## config.mk

```make
export PLATFORM = sky130hd
export DESIGN_NAME = divided_countdown_timer
export DESIGN_NICKNAME = d
export VERILOG_FILES = /design/src/rtl/dct_pkg.sv /design/src/rtl/dct_cfg_regs.sv /design/src/rtl/dct_prescaler.sv /design/src/rtl/dct_counter.sv /design/src/rtl/divided_countdown_timer.sv
export SDC_FILE = /design/constraint.sdc
export NUM_CORES = 1
export LEC_CHECK = 0
export BUFFER_PORTS_ARGS = -buffer_cell sky130_fd_sc_hd__buf_2
export CORE_ASPECT_RATIO = 0.9
export CORE_MARGIN = 2
export CORE_UTILIZATION = 51
export DETAILED_ROUTE_END_ITERATION = 10
export PLACE_DENSITY = 0.76
export SLEW_MARGIN = 15
export SYNTH_ARGS = -nofsm -noshare
export SYNTH_HDL_FRONTEND = slang
export SYNTH_SLANG_ARGS = --single-unit
```

## constraint.sdc

```tcl
create_clock -name clk -period 2.25 [get_ports clk]
set_input_delay 0.3375 -clock clk [delete_from_list [all_inputs] [get_ports clk]]
set_output_delay 0.3375 -clock clk [all_outputs]
set_load 0.05 [all_outputs]
```

## src/rtl/dct_pkg.sv

```systemverilog
// Package: shared constants and helpers for the divided countdown timer.
// Assumes a 2-bit register select and an entry word at least 18 bits wide.
package dct_pkg;

    localparam int MAX_SHIFT   = 7;
    localparam int PRESC_W     = MAX_SHIFT;
    localparam int ENT_MASK_B  = 16;
    localparam int ENT_PER_B   = 17;

    typedef enum logic [1:0] {
        SEL_INIT  = 2'd0,
        SEL_ENTRY = 2'd1,
        SEL_DIV   = 2'd2,
        SEL_NONE  = 2'd3
    } cfg_sel_e;

    // Divide shift from the stored setting: code {b3,b1,b0}, plus one, modulo 8.
    function automatic logic [2:0] div_shift(input logic [3:0] cfg);
        return 3'({cfg[3], cfg[1:0]} + 3'd1);
    endfunction

endpackage

```

## src/rtl/dct_cfg_regs.sv

```systemverilog
// Module: configuration registers of the timer.
// Holds the initial count, the entry fields (vector, mask, mode) and the
// divide setting. It produces a load strobe on an initial-count write.
// Assumes COUNT_W <= DATA_W and VEC_W <= 16.
module dct_cfg_regs #(
    parameter int DATA_W  = 32,
    parameter int COUNT_W = 32,
    parameter int VEC_W   = 8
) (
    input  logic               clk,
    input  logic               rst_n,
    input  logic               wr_en_i,
    input  logic [1:0]         sel_i,
    input  logic [DATA_W-1:0]  wdata_i,
    output logic               load_o,
    output logic [COUNT_W-1:0] load_val_o,
    output logic [COUNT_W-1:0] init_o,
    output logic [3:0]         div_o,
    output logic [VEC_W-1:0]   vec_o,
    output logic               mask_o,
    output logic               periodic_o
);
    import dct_pkg::*;

    logic [COUNT_W-1:0] init_q;
    logic [3:0]         div_q;
    logic [VEC_W-1:0]   vec_q;
    logic               mask_q;
    logic               per_q;

    // Load strobe and the value it carries, straight from the write port.
    always_comb begin
        load_o     = wr_en_i && (sel_i == SEL_INIT);
        load_val_o = wdata_i[COUNT_W-1:0];
    end

    // Register updates; the unused select writes nothing.
    always_ff @(posedge clk) begin
        if (!rst_n) begin
            init_q <= '0;
            div_q  <= 4'd0;
            vec_q  <= '0;
            mask_q <= 1'b1;
            per_q  <= 1'b0;
        end else if (wr_en_i) begin
            case (sel_i)
                SEL_INIT:  init_q <= wdata_i[COUNT_W-1:0];
                SEL_ENTRY: begin
                    vec_q  <= wdata_i[VEC_W-1:0];
                    mask_q <= wdata_i[ENT_MASK_B];
                    per_q  <= wdata_i[ENT_PER_B];
                end
                SEL_DIV:   div_q <= wdata_i[3:0] & 4'b1011;
                default:   ;
            endcase
        end
    end

    assign init_o     = init_q;
    assign div_o      = div_q;
    assign vec_o      = vec_q;
    assign mask_o     = mask_q;
    assign periodic_o = per_q;

    assert_div_bit2_zero_R1: assert property (@(posedge clk) disable iff (!rst_n)
        (wr_en_i && sel_i == SEL_DIV) |=> (div_q[2] == 1'b0 && div_q[3] == $past(wdata_i[3])));

    assert_none_sel_ignored_R11: assert property (@(posedge clk) disable iff (!rst_n)
        (wr_en_i && sel_i == SEL_NONE) |=> ($stable(div_q) && $stable(init_q) && $stable(vec_q)));

endmodule

```

## src/rtl/dct_prescaler.sv

```systemverilog
// Module: power-of-two prescaler.
// Counts base cycles from the last load and raises a tick whenever the low
// 'shift' bits of that count are all ones. Shift 0 ticks on every cycle.
// The phase is cleared only by a load, so a shift change never restarts it.
module dct_prescaler (
    input  logic       clk,
    input  logic       rst_n,
    input  logic       load_i,
    input  logic       run_i,
    input  logic [2:0] shift_i,
    output logic       tick_o
);
    import dct_pkg::*;

    logic [PRESC_W-1:0] phase_q;
    logic [PRESC_W-1:0] low_mask;

    // Mask that selects the phase bits which must all be ones for a tick.
    always_comb begin
        low_mask = ~({PRESC_W{1'b1}} << shift_i);
        tick_o   = run_i && !load_i && ((phase_q & low_mask) == low_mask);
    end

    // Phase counter: cleared on load, advanced while the timer runs.
    always_ff @(posedge clk) begin
        if (!rst_n) begin
            phase_q <= '0;
        end else if (load_i) begin
            phase_q <= '0;
        end else if (run_i) begin
            phase_q <= phase_q + 1'b1;
        end
    end

    assert_tick_spacing_R2: assert property (@(posedge clk) disable iff (!rst_n)
        (tick_o && shift_i != 3'd0) |=> (!tick_o || shift_i == 3'd0));

endmodule

```

## src/rtl/dct_counter.sv

```systemverilog
// Module: down-counter and interrupt request.
// Loads the initial count and lowers it on each tick. On the tick that
// reaches zero it raises a one-cycle request unless masked. In periodic mode
// it reloads on the tick after zero; in one-shot mode it stops at zero.
module dct_counter #(
    parameter int COUNT_W = 32,
    parameter int VEC_W   = 8
) (
    input  logic               clk,
    input  logic               rst_n,
    input  logic               load_i,
    input  logic [COUNT_W-1:0] load_val_i,
    input  logic [COUNT_W-1:0] init_i,
    input  logic               tick_i,
    input  logic               periodic_i,
    input  logic               mask_i,
    input  logic [VEC_W-1:0]   vec_i,
    output logic               run_o,
    output logic [COUNT_W-1:0] count_o,
    output logic               irq_o,
    output logic [VEC_W-1:0]   irq_vec_o
);
    logic [COUNT_W-1:0] cnt_q;
    logic               run_q;
    logic               irq_q;
    logic [VEC_W-1:0]   ivec_q;

    // Count, run state and request update on load or tick.
    always_ff @(posedge clk) begin
        if (!rst_n) begin
            cnt_q  <= '0;
            run_q  <= 1'b0;
            irq_q  <= 1'b0;
            ivec_q <= '0;
        end else begin
            irq_q <= 1'b0;
            if (load_i) begin
                cnt_q <= load_val_i;
                run_q <= (load_val_i != '0);
            end else if (tick_i) begin
                if (cnt_q > COUNT_W'(1)) begin
                    cnt_q <= cnt_q - 1'b1;
                end else if (cnt_q == COUNT_W'(1)) begin
                    cnt_q  <= '0;
                    irq_q  <= !mask_i;
                    ivec_q <= vec_i;
                    if (!periodic_i) run_q <= 1'b0;
                end else if (periodic_i) begin
                    cnt_q <= init_i;
                end else begin
                    run_q <= 1'b0;
                end
            end
        end
    end

    assign run_o     = run_q;
    assign count_o   = cnt_q;
    assign irq_o     = irq_q;
    assign irq_vec_o = ivec_q;

    assert_irq_at_zero_R5: assert property (@(posedge clk) disable iff (!rst_n)
        irq_q |-> (cnt_q == '0 && $past(cnt_q) != '0));

    assert_mask_blocks_R6: assert property (@(posedge clk) disable iff (!rst_n)
        irq_q |-> !$past(mask_i));

    assert_oneshot_hold_R3: assert property (@(posedge clk) disable iff (!rst_n)
        (cnt_q == '0 && !periodic_i && !load_i) |=> (cnt_q == '0));

    assert_within_init_R4: assert property (@(posedge clk) disable iff (!rst_n)
        (cnt_q <= init_i));

    assert_step_by_one_R2: assert property (@(posedge clk) disable iff (!rst_n)
        (!load_i && cnt_q != '0) |=> (cnt_q == $past(cnt_q) || cnt_q == $past(cnt_q) - 1'b1));

endmodule

```

## src/rtl/divided_countdown_timer.sv

```systemverilog
// Module: top of the divided countdown timer.
// Joins the configuration registers, the prescaler and the down-counter.
// Assumes one register write per cycle and a single clock domain.
module divided_countdown_timer #(
    parameter int DATA_W  = 32,
    parameter int COUNT_W = 32,
    parameter int VEC_W   = 8
) (
    input  logic               clk,
    input  logic               rst_n,
    input  logic               cfg_wr_en,
    input  logic [1:0]         cfg_sel,
    input  logic [DATA_W-1:0]  cfg_wdata,
    output logic [COUNT_W-1:0] cur_count,
    output logic [3:0]         div_cfg,
    output logic               irq_valid,
    output logic [VEC_W-1:0]   irq_vector
);
    import dct_pkg::*;

    logic               load;
    logic [COUNT_W-1:0] load_val;
    logic [COUNT_W-1:0] init_val;
    logic [3:0]         div_val;
    logic [VEC_W-1:0]   vec_val;
    logic               mask_val;
    logic               per_val;
    logic               running;
    logic               tick;
    logic [2:0]         shift;

    // Shift decoded from the stored divide setting.
    always_comb shift = div_shift(div_val);

    dct_cfg_regs #(.DATA_W(DATA_W), .COUNT_W(COUNT_W), .VEC_W(VEC_W)) regs_i (
        .clk(clk), .rst_n(rst_n), .wr_en_i(cfg_wr_en), .sel_i(cfg_sel),
        .wdata_i(cfg_wdata), .load_o(load), .load_val_o(load_val),
        .init_o(init_val), .div_o(div_val), .vec_o(vec_val),
        .mask_o(mask_val), .periodic_o(per_val)
    );

    dct_prescaler presc_i (
        .clk(clk), .rst_n(rst_n), .load_i(load), .run_i(running),
        .shift_i(shift), .tick_o(tick)
    );

    dct_counter #(.COUNT_W(COUNT_W), .VEC_W(VEC_W)) cnt_i (
        .clk(clk), .rst_n(rst_n), .load_i(load), .load_val_i(load_val),
        .init_i(init_val), .tick_i(tick), .periodic_i(per_val),
        .mask_i(mask_val), .vec_i(vec_val), .run_o(running),
        .count_o(cur_count), .irq_o(irq_valid), .irq_vec_o(irq_vector)
    );

    assign div_cfg = div_val;

    assert_zero_load_idle_R9: assert property (@(posedge clk) disable iff (!rst_n)
        (load && load_val == '0) |=> (!running && cur_count == '0));

endmodule

```

Word level (Yosys, flattened, before mapping). Index checks and enable logic that the tools add are counted.

Output and inout port bits: 45. Bits in registers: 94. Word-level logic and storage cells: 54. Input port bits: 37.

Shift operators: 1. Bitwise gates (word level): 7. Add/subtract/negate cells: 3. Eq/ne operators: 6. Reductions and logical operators: 17. Order comparisons: 1. Multiplexer cells: 9.

Operator list (number): $mux 32 (5); $eq 32x1->1 const B (1); $gt 32x1->1 const B (1); $reduce_bool 32->1 (1); $sub 32x1->32 const B (1); $reduce_and 2->1 (4); $add 7x1->7 const B (1); $and 7x7->7 (1); $eq 7x7->1 (1); $not 7->7 (1); $shl 7x3->7 const A (1); $not 1->1 (5); $reduce_or 5->1 (1); $mux 1 (4); $reduce_and 4->1 (1); $reduce_bool 4->1 (1); $add 3x1->3 const B (1); $logic_and 1x1->1 (3); $reduce_and 3->1 (1); $eq 2x1->1 const B (1); $eq 2x2->1 const B (1); $logic_not 1->1 (2); $logic_not 2->1 (1); $ne 2x1->1 const B (1); other kinds (3) (3).

Depth between registers and ports, before layout. Gate-level depths: netlist of run 1.

Depth in word-level cells: 8. Mapped depth: 10. Depth with buffers taken out: 9.

Hierarchy. A second synthesis of run 1 with hierarchy kept.

Cells, all modules: 594. Area, all modules: 5172.5 um^2.

By module, submodules not included: dct_counter (area an instance 2727.6 um^2, sequential area each 840.8 um^2, cells an instance 331, instances 1); dct_cfg_regs (area an instance 2062.0 um^2, sequential area each 900.9 um^2, cells an instance 219, instances 1); dct_prescaler (area an instance 357.8 um^2, sequential area each 140.1 um^2, cells an instance 41, instances 1); divided_countdown_timer (area an instance 25.0 um^2, sequential area each 0.0 um^2, cells an instance 3, instances 1).

Worst setup path after synthesis of run 1. Ideal clock, no wire load.

Path type: register -> register. From: register cnt_i.cnt_q[1] (netlist: cnt_i.count_o[1]). To: register cnt_i.cnt_q[18] (netlist: cnt_i.count_o[18]). Stages on the path, launching flop included: 10. Setup time: 73 ps. Clock period less this slack: 2617 ps. Path buffers: 1. Path slack: -367 ps. Data arrival time: 2544 ps. Data required time: 2177 ps. Cells stage by stage: dfxtp_1 > inv_1 > ha_1 > or4b_2 > nor4_4 > nor4b_4 > buf_6 > a21oi_2 > o2bb2ai_1 > o22ai_2.

Cells in the longest elaborated chain, start to end: 5. Elaborated cells between the ends (all ways): 9. Classes of those cells: 1 x add/sub; 1 x order compare; 1 x eq/ne; 4 x mux; 2 x reduce/logical.

Ends and longest elaborated chain: start, declared (line dct_counter.sv:23) `logic [COUNT_W-1:0] cnt_q;`; start signal, assigned (line dct_counter.sv:38) `cnt_q <= load_val_i;`; start signal, assigned (line dct_counter.sv:42) `cnt_q <= cnt_q - 1'b1;`; start signal, assigned (line dct_counter.sv:49) `cnt_q <= init_i;`; parallel branches: the longest is 5 deep, another holds $sub 32x1->32.

Several ways; the timed one is not identified. The select of a mux whose other input is x is not followed. A chain may end at the register's enable or synchronous reset.

Worst setup path after layout of run 1.
From: register cnt_i.cnt_q[0] (netlist: cnt_i.count_o[0]). To: register cnt_i.cnt_q[11] (netlist: cnt_i.count_o[11]).

The elaborated chain is that of the path after synthesis.

==> results.txt, run 1 <==
Status: finished with violations
Failing checks: negative setup slack
R2R Setup Slk: -0.25 ns
Syn Area/Cell: 8.27 um^2
Root buffer cell: clkbuf_8
Grt ovf: 0
Initial antenna violation count: 0
Synth Warn #: 0
NumNets Final: 801
Final Hold Fails: 0
Clk buf depth: 2
HPWL after DPL: 12,300 um
Reg2reg end: cnt_i.count_o[11]$_SDFFE_PN0P_
Starting DRT DRC Count: 527
Cell Area, Synth: 4920 um^2
Area growth, synth to finish: 37.4%
Design area: 6760 um^2
Row cnt: 33
Hold Startpoint: cfg_wdata[26]
Placed cell areas: 6070 um^2
Worst EP arrival: 2.79 ns
Startpoint types: flip-flop
GRT Util Overall: 33.3%
Hold crit path type: input pin to flip-flop
Worst IR Drop VDD: 0.514 mV
DIE AREA: 10,400 um^2
Initial DRT Pass Iterations: 5
Sequential share of power: 36.0%
FFs w/ async S/R, synth: 0%
Max Transition Viols Final: 0
Met2 usage: 51.9%
CTS Hold Bufs: 0
Register area share after synthesis: 38.3%
Syn_nets: 639
DRC: 0
RSZ-0062 raised after global routing: yes
FF-to-FF path depth: 10
Synth Register Bits: 94
Die Width: 108 um
Min Tclk post-route: 2.50 ns
Hold Path Depth: 3
Wire per inst: 19.9 um
Most used routing layer: met2
R2R Path Start: cnt_i.count_o[0]$_SDFFE_PN0P_
Internal power: 3.21 mW
Leakage: 2.90 nW
# setup viols final: 39
Crit Path Max Fanout: 7
Vias: 5,513
EDFF count, synth: 0
Sw Share: 35.3%
Total core area: 9250 um^2
N_diodes: 0
Total wire length: 17,600 um
Largest net degree at the start of global routing: 31
Data required, critical path: 2.54 ns
Clock power share: 25.5%
Initial core utilization: 53.2%
Slew HR: 54.6%
Clk_lat worst skew: 0.38 ns
Layout Skew: 0.0154 ns
Crit path capture type: flip-flop
Ys flop type: dfxtp_1
First-pass GRT wire length: 27,400 um
Max Fclk: 400 MHz
M1 GR Usage: 46.5%
Layout cell share with drive strength beyond 1: 38.2%
Least-Margin Pin Slew: 0.679 ns
Crit path kind: flip-flop to flip-flop
Vias/cell: 6.24
CTS H-tree depth: 3
GR Util met3: 7.04%
Synth cell types: 68
Clock sinks: 94
Power density cells: 735 nW/um^2
I/O pin count: 82
Placer congestion estimate: 0.948
Max Cap Viol: 0
Setup WS post-layout: -0.251 ns
Combinational power share: 38.5%
Mapped Cells: 595
Num CTS Buffers: 9
CTS tree: done
Post-DRT Antenna Nets: 0
Switching pwr: 1.75 mW
Clock-pin slew on the worst setup and hold paths: 0.10 ns
Die span in y: 97.2 um
Number of global-route vias before repair: 5,166
Final period util: 111%
IO Port Bufs: 80
Hold EP: regs_i.init_o[26]$_SDFFE_PN0P_
Dpl ws: -0.201 ns
WHS: 0.218 ns
Final setup TNS: -4.15 ns
## per-stage QoR
step	utilization, %	cells	power [mW]
detailed placement	65.7	846	3.41
finish	73.1	884	4.97
global route	73.1	884	5.16
floorplan	-	595	2.81
global placement	65.7	846	3.38
CTS	70.7	874	4.78
## metal layers
metal / vias to the layer above / wire length, um
met1: 2592 / 7130
met4: 0 / 558
met2: 365 / 8150
met3: 69 / 1790
li1: 2487 / -
met5: - / 0
## worst max path at each step
stage | slack, ns | from | depth (start not counted) | end
after global placement | -0.07 | regs_i.div_o[0]$_SDFFE_PN0P_ | 11 | cnt_i.count_o[10]$_SDFFE_PN0P_
after floorplan | -0.09 | cnt_i.count_o[1]$_SDFFE_PN0P_ | 9 | cnt_i.count_o[18]$_SDFFE_PN0P_
after detailed placement | -0.20 | regs_i.div_o[0]$_SDFFE_PN0P_ | 11 | cnt_i.count_o[12]$_SDFFE_PN0P_
final | -0.25 | cnt_i.count_o[0]$_SDFFE_PN0P_ | 10 | cnt_i.count_o[11]$_SDFFE_PN0P_
after global routing | -0.34 | cnt_i.count_o[0]$_SDFFE_PN0P_ | 10 | cnt_i.count_o[11]$_SDFFE_PN0P_
after CTS | -0.14 | cnt_i.count_o[5]$_SDFFE_PN0P_ | 10 | cnt_i.count_o[23]$_SDFFE_PN0P_
## Yosys cell counts, drive strengths merged, types with 5 or more instances
master / count / area (um^2)
nand4: 9 / 56.3
nor2: 37 / 139
and2: 6 / 37.5
and3: 5 / 31.3
o21ai: 33 / 165
mux2i: 22 / 220
ha: 7 / 87.6
buf: 17 / 113
nor2b: 12 / 75.1
nand3: 16 / 85.1
xor2: 8 / 70.1
or4: 7 / 56.3
clkbuf: 22 / 82.6
a21oi: 56 / 284
nor4: 22 / 223
inv: 8 / 30.0
a31oi: 16 / 100
dfxtp: 94 / 1880
xnor2: 11 / 96.3
nand2: 98 / 370
nor3: 13 / 65.1
a211o: 9 / 78.8
## area by class of cell
cell class / instances / area [um^2]
clock buffer: 13 / 180
clock inverter: 3 / 47.5
fill: 690 / 2490
inverter: 8 / 32.5
multi-input combinational: 454 / 3090
sequential: 94 / 1930
tap: 122 / 153
timing repair buffer: 190 / 1320
## registers in the layout, summed over array words and instances (netlist names)
signal	flops
regs_i.vec_o	8
regs_i.div_o	3
cnt_i.count_o	32
cnt_i.irq_o	1
cnt_i.irq_vec_o	8
regs_i.periodic_o	1
cnt_i.run_o	1
regs_i.mask_o	1
regs_i.init_o	32
presc_i.phase_q	7
## kinds of logic after synthesis
kind of cell    synth area share (%)
compound gates                  20.8
xor+xnor                        3.38
fa+ha+maj                       1.78
buf+inv                         4.58
flops                           38.3
mux                             4.48
other cells                   0.0762
simple gates                    26.7
## cell usage in the layout, fill, tap and decap left out, types with 13 or more instances in the layout
cell,synthesis,routed
buf_4,1,94
dfxtp_1,94,69
nand2_1,97,88
a31oi_1,16,15
nor2_1,37,36
a21oi_1,55,54
buf_2,6,80
o21ai_0,29,19
o21ai_1,4,13
mux2i_1,22,22
dfxtp_2,0,17
## worst max-delay path, stage by stage (launching register included)
cell and delay, ns:
dfxtp_4 0.35, inv_2 0.06, ha_4 0.13, or4b_4 0.48
nor4_4 0.32, buf_4 0.18, nor4b_4 0.29, buf_12 0.18
buf_8 0.13, a221oi_1 0.10, nor3_1 0.21
## power groups by stage
stage / Sequential (mW) / Combinational [mW] / Clock [mW]
finish: 1.79 / 1.91 / 1.27
global route: 1.79 / 2.02 / 1.34
CTS: 1.78 / 1.72 / 1.28
detailed placement: 1.82 / 1.59 / 0
global placement: 1.82 / 1.56 / 0
floorplan: 1.94 / 0.866 / 0
## timing repair
item / 4_1_cts / 5_1_grt
pin swaps: 18 / 30
cloned: 1 / 0
gates resized for setup: 36 / 40
setup endpoints to repair: 39 / 42
buffers inserted: 11 / 11
(Power assumes the default switching activity.)
==> run 2: changes to the inputs <==
Settings changed: CORE_UTILIZATION 51 to 52, PLACE_DENSITY 0.76 to 0.77, SYNTH_HIERARCHICAL set to 1.
==> results.txt, run 2 <==
Combinational power share: 39.4%
CTS H-tree depth: 3
R2R Path Start: cnt_i/count_o[28]$_SDFFE_PN0P_
Placed cell areas: 6010 um^2
Status: finished with violations
Final Hold Fails: 0
Synth cell types: 58
# setup viols final: 42
Crit path max-delay cell type: or4_4
CTS tree: done
Setup WS post-layout: -0.390 ns
Initial DRT Pass Iterations: 5
Root buffer cell: clkbuf_8
Num CTS Buffers: 9
Number of global-route vias before repair: 4,941
Max Fclk: 379 MHz
Clk_lat worst skew: 0.39 ns
Starting DRT DRC Count: 478
Leakage: 2.91 nW
Hold crit path type: input pin to flip-flop
Sequential share of power: 38.3%
Synth Register Bits: 94
Hold Path Depth: 3
Top-area cell type share of the netlist area: 36.4%
Clock sinks: 94
Internal power: 2.92 mW
Yosys top cell by area: dfxtp_1
Initial core utilization: 53.6%
Failing checks: negative setup slack
Worst setup path startpoint: cnt_i/count_o[28]$_SDFFE_PN0P_
Most common cell after layout, fill and taps aside: nand2_1
Total wire length: 15,900 um
Top-count cell post-synth: nand2_1
Min Tclk post-route: 2.64 ns
Sw Share: 37.2%
Clock-pin slew on the worst setup and hold paths: 0.10 ns
CP peak stage delay: 0.53 ns
Largest net degree at the start of global routing: 64
Mapped Cells: 594
Layout Skew: 0.0132 ns
DIE AREA: 10,800 um^2
Area growth, synth to finish: 29.0%
Register area share after synthesis: 36.4%
Fillers: 701
DRC: 0
R2R Setup Slk: -0.39 ns
Clock power share: 22.3%
Synth Warn #: 6
FF-to-FF path depth: 8
NumNets Final: 747
Wire per inst: 19.0 um
Startpoint types: flip-flop
Power density cells: 696 nW/um^2
Least-Margin Pin Slew: 0.570 ns
Grt ovf: 0
CTS Hold Bufs: 0
Data required, critical path: 2.53 ns
Most area-consuming cells after synthesis: dfxtp_1 (36%), mux2i_1 (10%), nand2_1 (7.3%), buf_4 (5.2%), xor2_1 (4.2%)
Ys flop type: dfxtp_1
Worst IR Drop VDD: 0.547 mV
Vias/cell: 6.09
Clk buf depth: 2
Synth cell count leaders: nand2_1 (100), dfxtp_1 (94), mux2i_1 (53)
Design area: 6670 um^2
Max Cap Viol: 0
Crit path cell chain: or4_4 > or3_4 > buf_8 > nor4_4 > nand2_4 > buf_8 > a22oi_1 > a21oi_1
Crit Path Max Fanout: 9
Worst EP arrival: 2.92 ns
Reg2reg end: cnt_i/count_o[17]$_SDFFE_PN0P_
Hold Startpoint: cfg_wdata[4]
First-pass GRT wire length: 24,700 um
Switching pwr: 1.73 mW
RSZ-0062 raised after global routing: yes
IO Port Bufs: 80
Most frequent cells in the layout: nand2_1 (98), dfxtp_1 (83), buf_2 (79), buf_4 (78), mux2i_1 (53)
Multi-input gate area: 3110 um^2
Total core area: 9660 um^2
Hold EP: cnt_i/count_o[4]$_SDFFE_PN0P_
Placer congestion estimate: 0.896
Max Transition Viols Final: 0
CP most frequent cell: buf_8
Crit path capture type: flip-flop
Register Area: 1900 um^2
Initial antenna violation count: 0
Crit path kind: flip-flop to flip-flop
EDFF count, synth: 0
Final period util: 117%
Overall power: 4.64 mW
Syn_nets: 635
Syn Area/Cell: 8.71 um^2
I/O pin count: 82
Row cnt: 34
FFs w/ async S/R, synth: 0%
Post-DRT Antenna Nets: 0
Cell Area, Synth: 5170 um^2
Vias: 5,101
GRT Util Overall: 29.4%
Final setup TNS: -11.94 ns
Die Width: 109 um
N_diodes: 0
Die span in y: 98.6 um
Slew HR: 61.7%
HPWL after DPL: 10,600 um
Layout cell share with drive strength beyond 1: 37.7%
-- run 2: cell count changes after synthesis, sizes merged, moves of 18 or more --
cell and delta:
o221ai +18, a21oi -31, o21ai -19, a22oi +20, mux2i +31, buf +40
-- run 2: power by group through the flow --
stage | Sequential [mW] | Clock, mW | Combinational [mW]
floorplan | 1.97 | 0 | 0.897
finish | 1.78 | 1.04 | 1.83
global route | 1.79 | 1.12 | 1.94
detailed placement | 1.81 | 0 | 1.49
CTS | 1.77 | 1.06 | 1.65
global placement | 1.81 | 0 | 1.45
-- run 2: logic make-up after synthesis --
group / synth area share, %
and+or+nand+nor: 20.6
muxes: 10.3
DFF: 36.4
xor gates and xnor gates: 5.08
AOI/OAI and AO/OA: 15.8
adders and majority gates: 0.968
buffers and inverters: 10.8
other: 0.0725
-- run 2: worst max-delay path by stage --
stage                                endpoint  slack [ns]  cells after the start
2_1_floorplan  cnt_i/count_o[18]$_SDFFE_PN0P_       -0.61                     12
3_3_place_gp    cnt_i/count_o[1]$_SDFFE_PN0P_       -0.31                      9
3_5_place_dp   cnt_i/count_o[22]$_SDFFE_PN0P_       -0.40                      9
4_1_cts        cnt_i/count_o[22]$_SDFFE_PN0P_       -0.35                      9
5_1_grt         cnt_i/count_o[9]$_SDFFE_PN0P_       -0.45                      9
6_report       cnt_i/count_o[17]$_SDFFE_PN0P_       -0.39                      8
-- run 2: worst max-delay path, delay by kind of cell, from the launching register on --
| family | cells | cell delay, ns |
|---|---|---|
| flip-flops | 1 | 0.34 |
| AND/OR/NAND/NOR | 4 | 1.52 |
| buffers and inverters | 2 | 0.34 |
| AO/OA/AOI/OAI | 2 | 0.33 |
-- run 2: final cells by class --
| type | count | share of cell area (%) |
|---|---|---|
| Clock buffer | 9 | 1.86 |
| Timing Repair Buffer | 177 | 19.4 |
| Sequential cell | 94 | 28.5 |
| Inverter | 8 | 0.488 |
| Multi-Input combinational cell | 416 | 46.7 |
| Clock inverter | 7 | 0.731 |
| Tap cell | 126 | 2.36 |
-- run 2: routing by layer --
| metal | up-vias | share of wire (%) | track usage [%] |
|---|---|---|---|
| met5 | - | 0 | 0 |
| met1 | 2436 | 41 | 37.6 |
| met2 | 274 | 47 | 47.3 |
| li1 | 2343 | - | - |
| met4 | 0 | 3.1 | 10.2 |
| met3 | 48 | 8.4 | 8.33 |
-- run 2: repair_timing --
item	CTS	global route
cloned	1	1
endpoints found under the hold margin	0	0
pin swaps	9	18
gates resized for setup	35	27
setup endpoints to repair	42	42
setup buffers	11	4
-- run 2: metrics by stage --
step	setup WS [ns]	utilization, %	hold slack (ns)	cells
after floorplan	-0.611	-	0.397	594
after global placement	-0.309	62.2	0.419	804
after detailed placement	-0.397	62.2	0.439	804
after CTS	-0.348	67.1	0.186	832
after global routing	-0.450	69.1	0.214	837
final	-0.390	69.1	0.208	837
==> run 3: changes to the inputs <==
Settings changed: ABC_AREA set to 1, BUFFER_PORTS_ARGS -buffer_cell sky130_fd_sc_hd__buf_2 to unset, CORE_UTILIZATION 52 to 58, DONT_BUFFER_PORTS set to 1, PLACE_DENSITY 0.77 to 0.74.
Clock period 2.25 ns to 3.4 ns, I/O delays scaled along.
==> results.txt, run 3 <==
Simple logic cell fraction of the synthesized area: 42.4%
Crit path capture type: flip-flop
Area growth, synth to finish: 3.26%
Synth Register Bits: 94
Dpl ws: 0.855 ns
Num CTS Buffers: 9
Top-count cell post-synth: nand2_1
Clk_lat worst skew: 0.35 ns
NumNets Final: 998
GRT Util Overall: 29.6%
Layout Skew: 0.00951 ns
Grt ovf: 0
CTS H-tree depth: 3
Mapped Cells: 994
Syn_nets: 1,035
Largest net degree at the start of global routing: 69
Ys flop type: dfxtp_1
Initial DRT Pass Iterations: 6
Worst IR Drop VDD: 0.351 mV
Starting DRT DRC Count: 518
Clock-pin slew on the worst setup and hold paths: 0.07 ns
Status: complete, no violations
FFs w/ async S/R, synth: 0%
Startpoint types: flip-flop
Most common cell after layout, fill and taps aside: nand2_1
Die Width: 112 um
Register area share after synthesis: 31.1%
Wire per inst: 15.1 um
# setup viols final: 0
DRC: 0
Crit Path Max Fanout: 27
EDFF count, synth: 0
Max Transition Viols Final: 0
Clk buf depth: 2
Post-DRT Antenna Nets: 0
Syn Area/Cell: 6.10 um^2
CTS tree: done
Placer congestion estimate: 0.919
Yosys top cell by area: dfxtp_1
Vias/cell: 5.42
Slew HR: 45.5%
Largest family of logic cells by synthesized area: simple AND/OR/NAND/NOR gates
Least-Margin Pin Slew: 0.818 ns
Power density cells: 541 nW/um^2
Layout cell share with drive strength beyond 1: 8.52%
Root buffer cell: clkbuf_16
Final Hold Fails: 0
IO Port Bufs: 0
Most frequent cells in the layout: nand2_1 (234), nor2_1 (225), nand3_1 (101), inv_1 (98), dfxtp_1 (94)
Cell Area, Synth: 6060 um^2
Vias: 5,918
Total wire length: 16,500 um
Initial antenna violation count: 0
Synth cell count leaders: nand2_1 (234), nor2_1 (225), nand3_1 (101)
Max Cap Viol: 0
N_diodes: 0
Synth Area in Adders: 0.826%
Final setup TNS: 0 ns
Hold crit path type: input pin to flip-flop
# resized after CTS: 0
Min Tclk post-route: 2.62 ns
Worst EP arrival: 2.89 ns
Post-synthesis compound-gate area fraction: 9.11%
Row cnt: 35
Setup WS post-layout: 0.785 ns
Synth Warn #: 6
First-pass GRT wire length: 26,700 um
Total core area: 10,200 um^2
Crit path kind: flip-flop to flip-flop
Final period util: 76.9%
Leakage: 3.12 nW
Fraction of synthesized cell area in xor and xnor cells: 1.88%
Clock sinks: 94
RSZ-0062 raised after global routing: no
Final core occ: 61.3%
Data required, critical path: 3.68 ns
I/O pin count: 82
DIE AREA: 11,300 um^2
WHS: 0.294 ns
Number of global-route vias before repair: 5,270
Max Fclk: 382 MHz
HPWL after DPL: 12,000 um
Most area-consuming cells after synthesis: dfxtp_1 (31%), nand2_1 (14%), nor2_1 (14%), nand3_1 (8.3%), inv_1 (6.1%)
Synth cell types: 37
Proportion of synthesized area in mux cells: 0%
Initial core utilization: 59.4%
Postcts setup bufs: 0
Die span in y: 101 um
CTS Hold Bufs: 0
Top-area cell type share of the netlist area: 31.1%
-- run 3: per-layer routing --
metal / wire (um) / share of wire, % / GRT usage [%] / vias to the layer above
met2: 7510 / 46 / 48.4 / 242
met1: 7130 / 43 / 37.9 / 2630
met5: 0 / 0 / 0 / -
li1: - / - / - / 3004
met4: 562 / 3.4 / 13.4 / 0
met3: 1300 / 7.9 / 6.37 / 42
-- run 3: cell families (layout without fill, tap and decap cells) --
kind of cell	after synthesis	after routing
adder cells (fa/ha/maj)	4	4
buffers and inverters	180	148
XOR/XNOR	13	13
AO/OA/AOI/OAI	98	98
flip-flops	94	94
other	1	1
AND/OR/NAND/NOR	604	604
-- run 3: layout make-up --
cell class	instances	area [um^2]
clock buffer	9	225
sequential	94	1880
inverter	103	387
timing repair buffer	29	230
clock inverter	7	81.3
fill	1044	3950
multi-input combinational	720	3290
tap	129	161
-- run 3: critical path: stages, from the launching register on --
cell     delay (ns)
dfxtp_1        0.68
inv_1          0.08
nand2_1        0.07
nand2_1        0.06
inv_1          0.06
nand2_1        0.05
a21oi_1        0.11
nand2_1        0.06
a21oi_1        0.38
inv_1          0.10
nand2_1        0.12
nand2_2        0.22
buf_12         0.24
nor2_1         0.12
nand2_1        0.07
a21oi_1        0.12
-- run 3: report_power, final --
part	total, mW	switching (mW)	internal [mW]
Combinational	1.09	0.738	0.348
Clock	1.05	0.467	0.582
Sequential	1.25	0.0934	1.16
-- run 3: stage by stage --
stage	power (mW)	instance area (um^2)	instances
global placement	2.34	5950	1075
floorplan	2.16	6060	994
global route	3.59	6260	1091
detailed placement	2.34	5950	1075
CTS	3.39	6260	1091
finish	3.39	6260	1091
-- run 3: worst paths after layout --
check | from | end | slack, ns | cells past startpoint
worst max-delay path | regs_i/div_o[3]$_SDFFE_PN0P_ | cnt_i/count_o[26]$_SDFFE_PN0P_ | 0.78 | 15
worst min-delay path | rst_n | regs_i/div_o[1]$_SDFFE_PN0P_ | 0.29 | 2
worst max register to register | regs_i/div_o[3]$_SDFFE_PN0P_ | cnt_i/count_o[26]$_SDFFE_PN0P_ | 0.78 | 15
worst min register to register | regs_i/mask_o$_SDFFE_PN1P_ | cnt_i/irq_o$_SDFF_PP0_ | 0.42 | 1
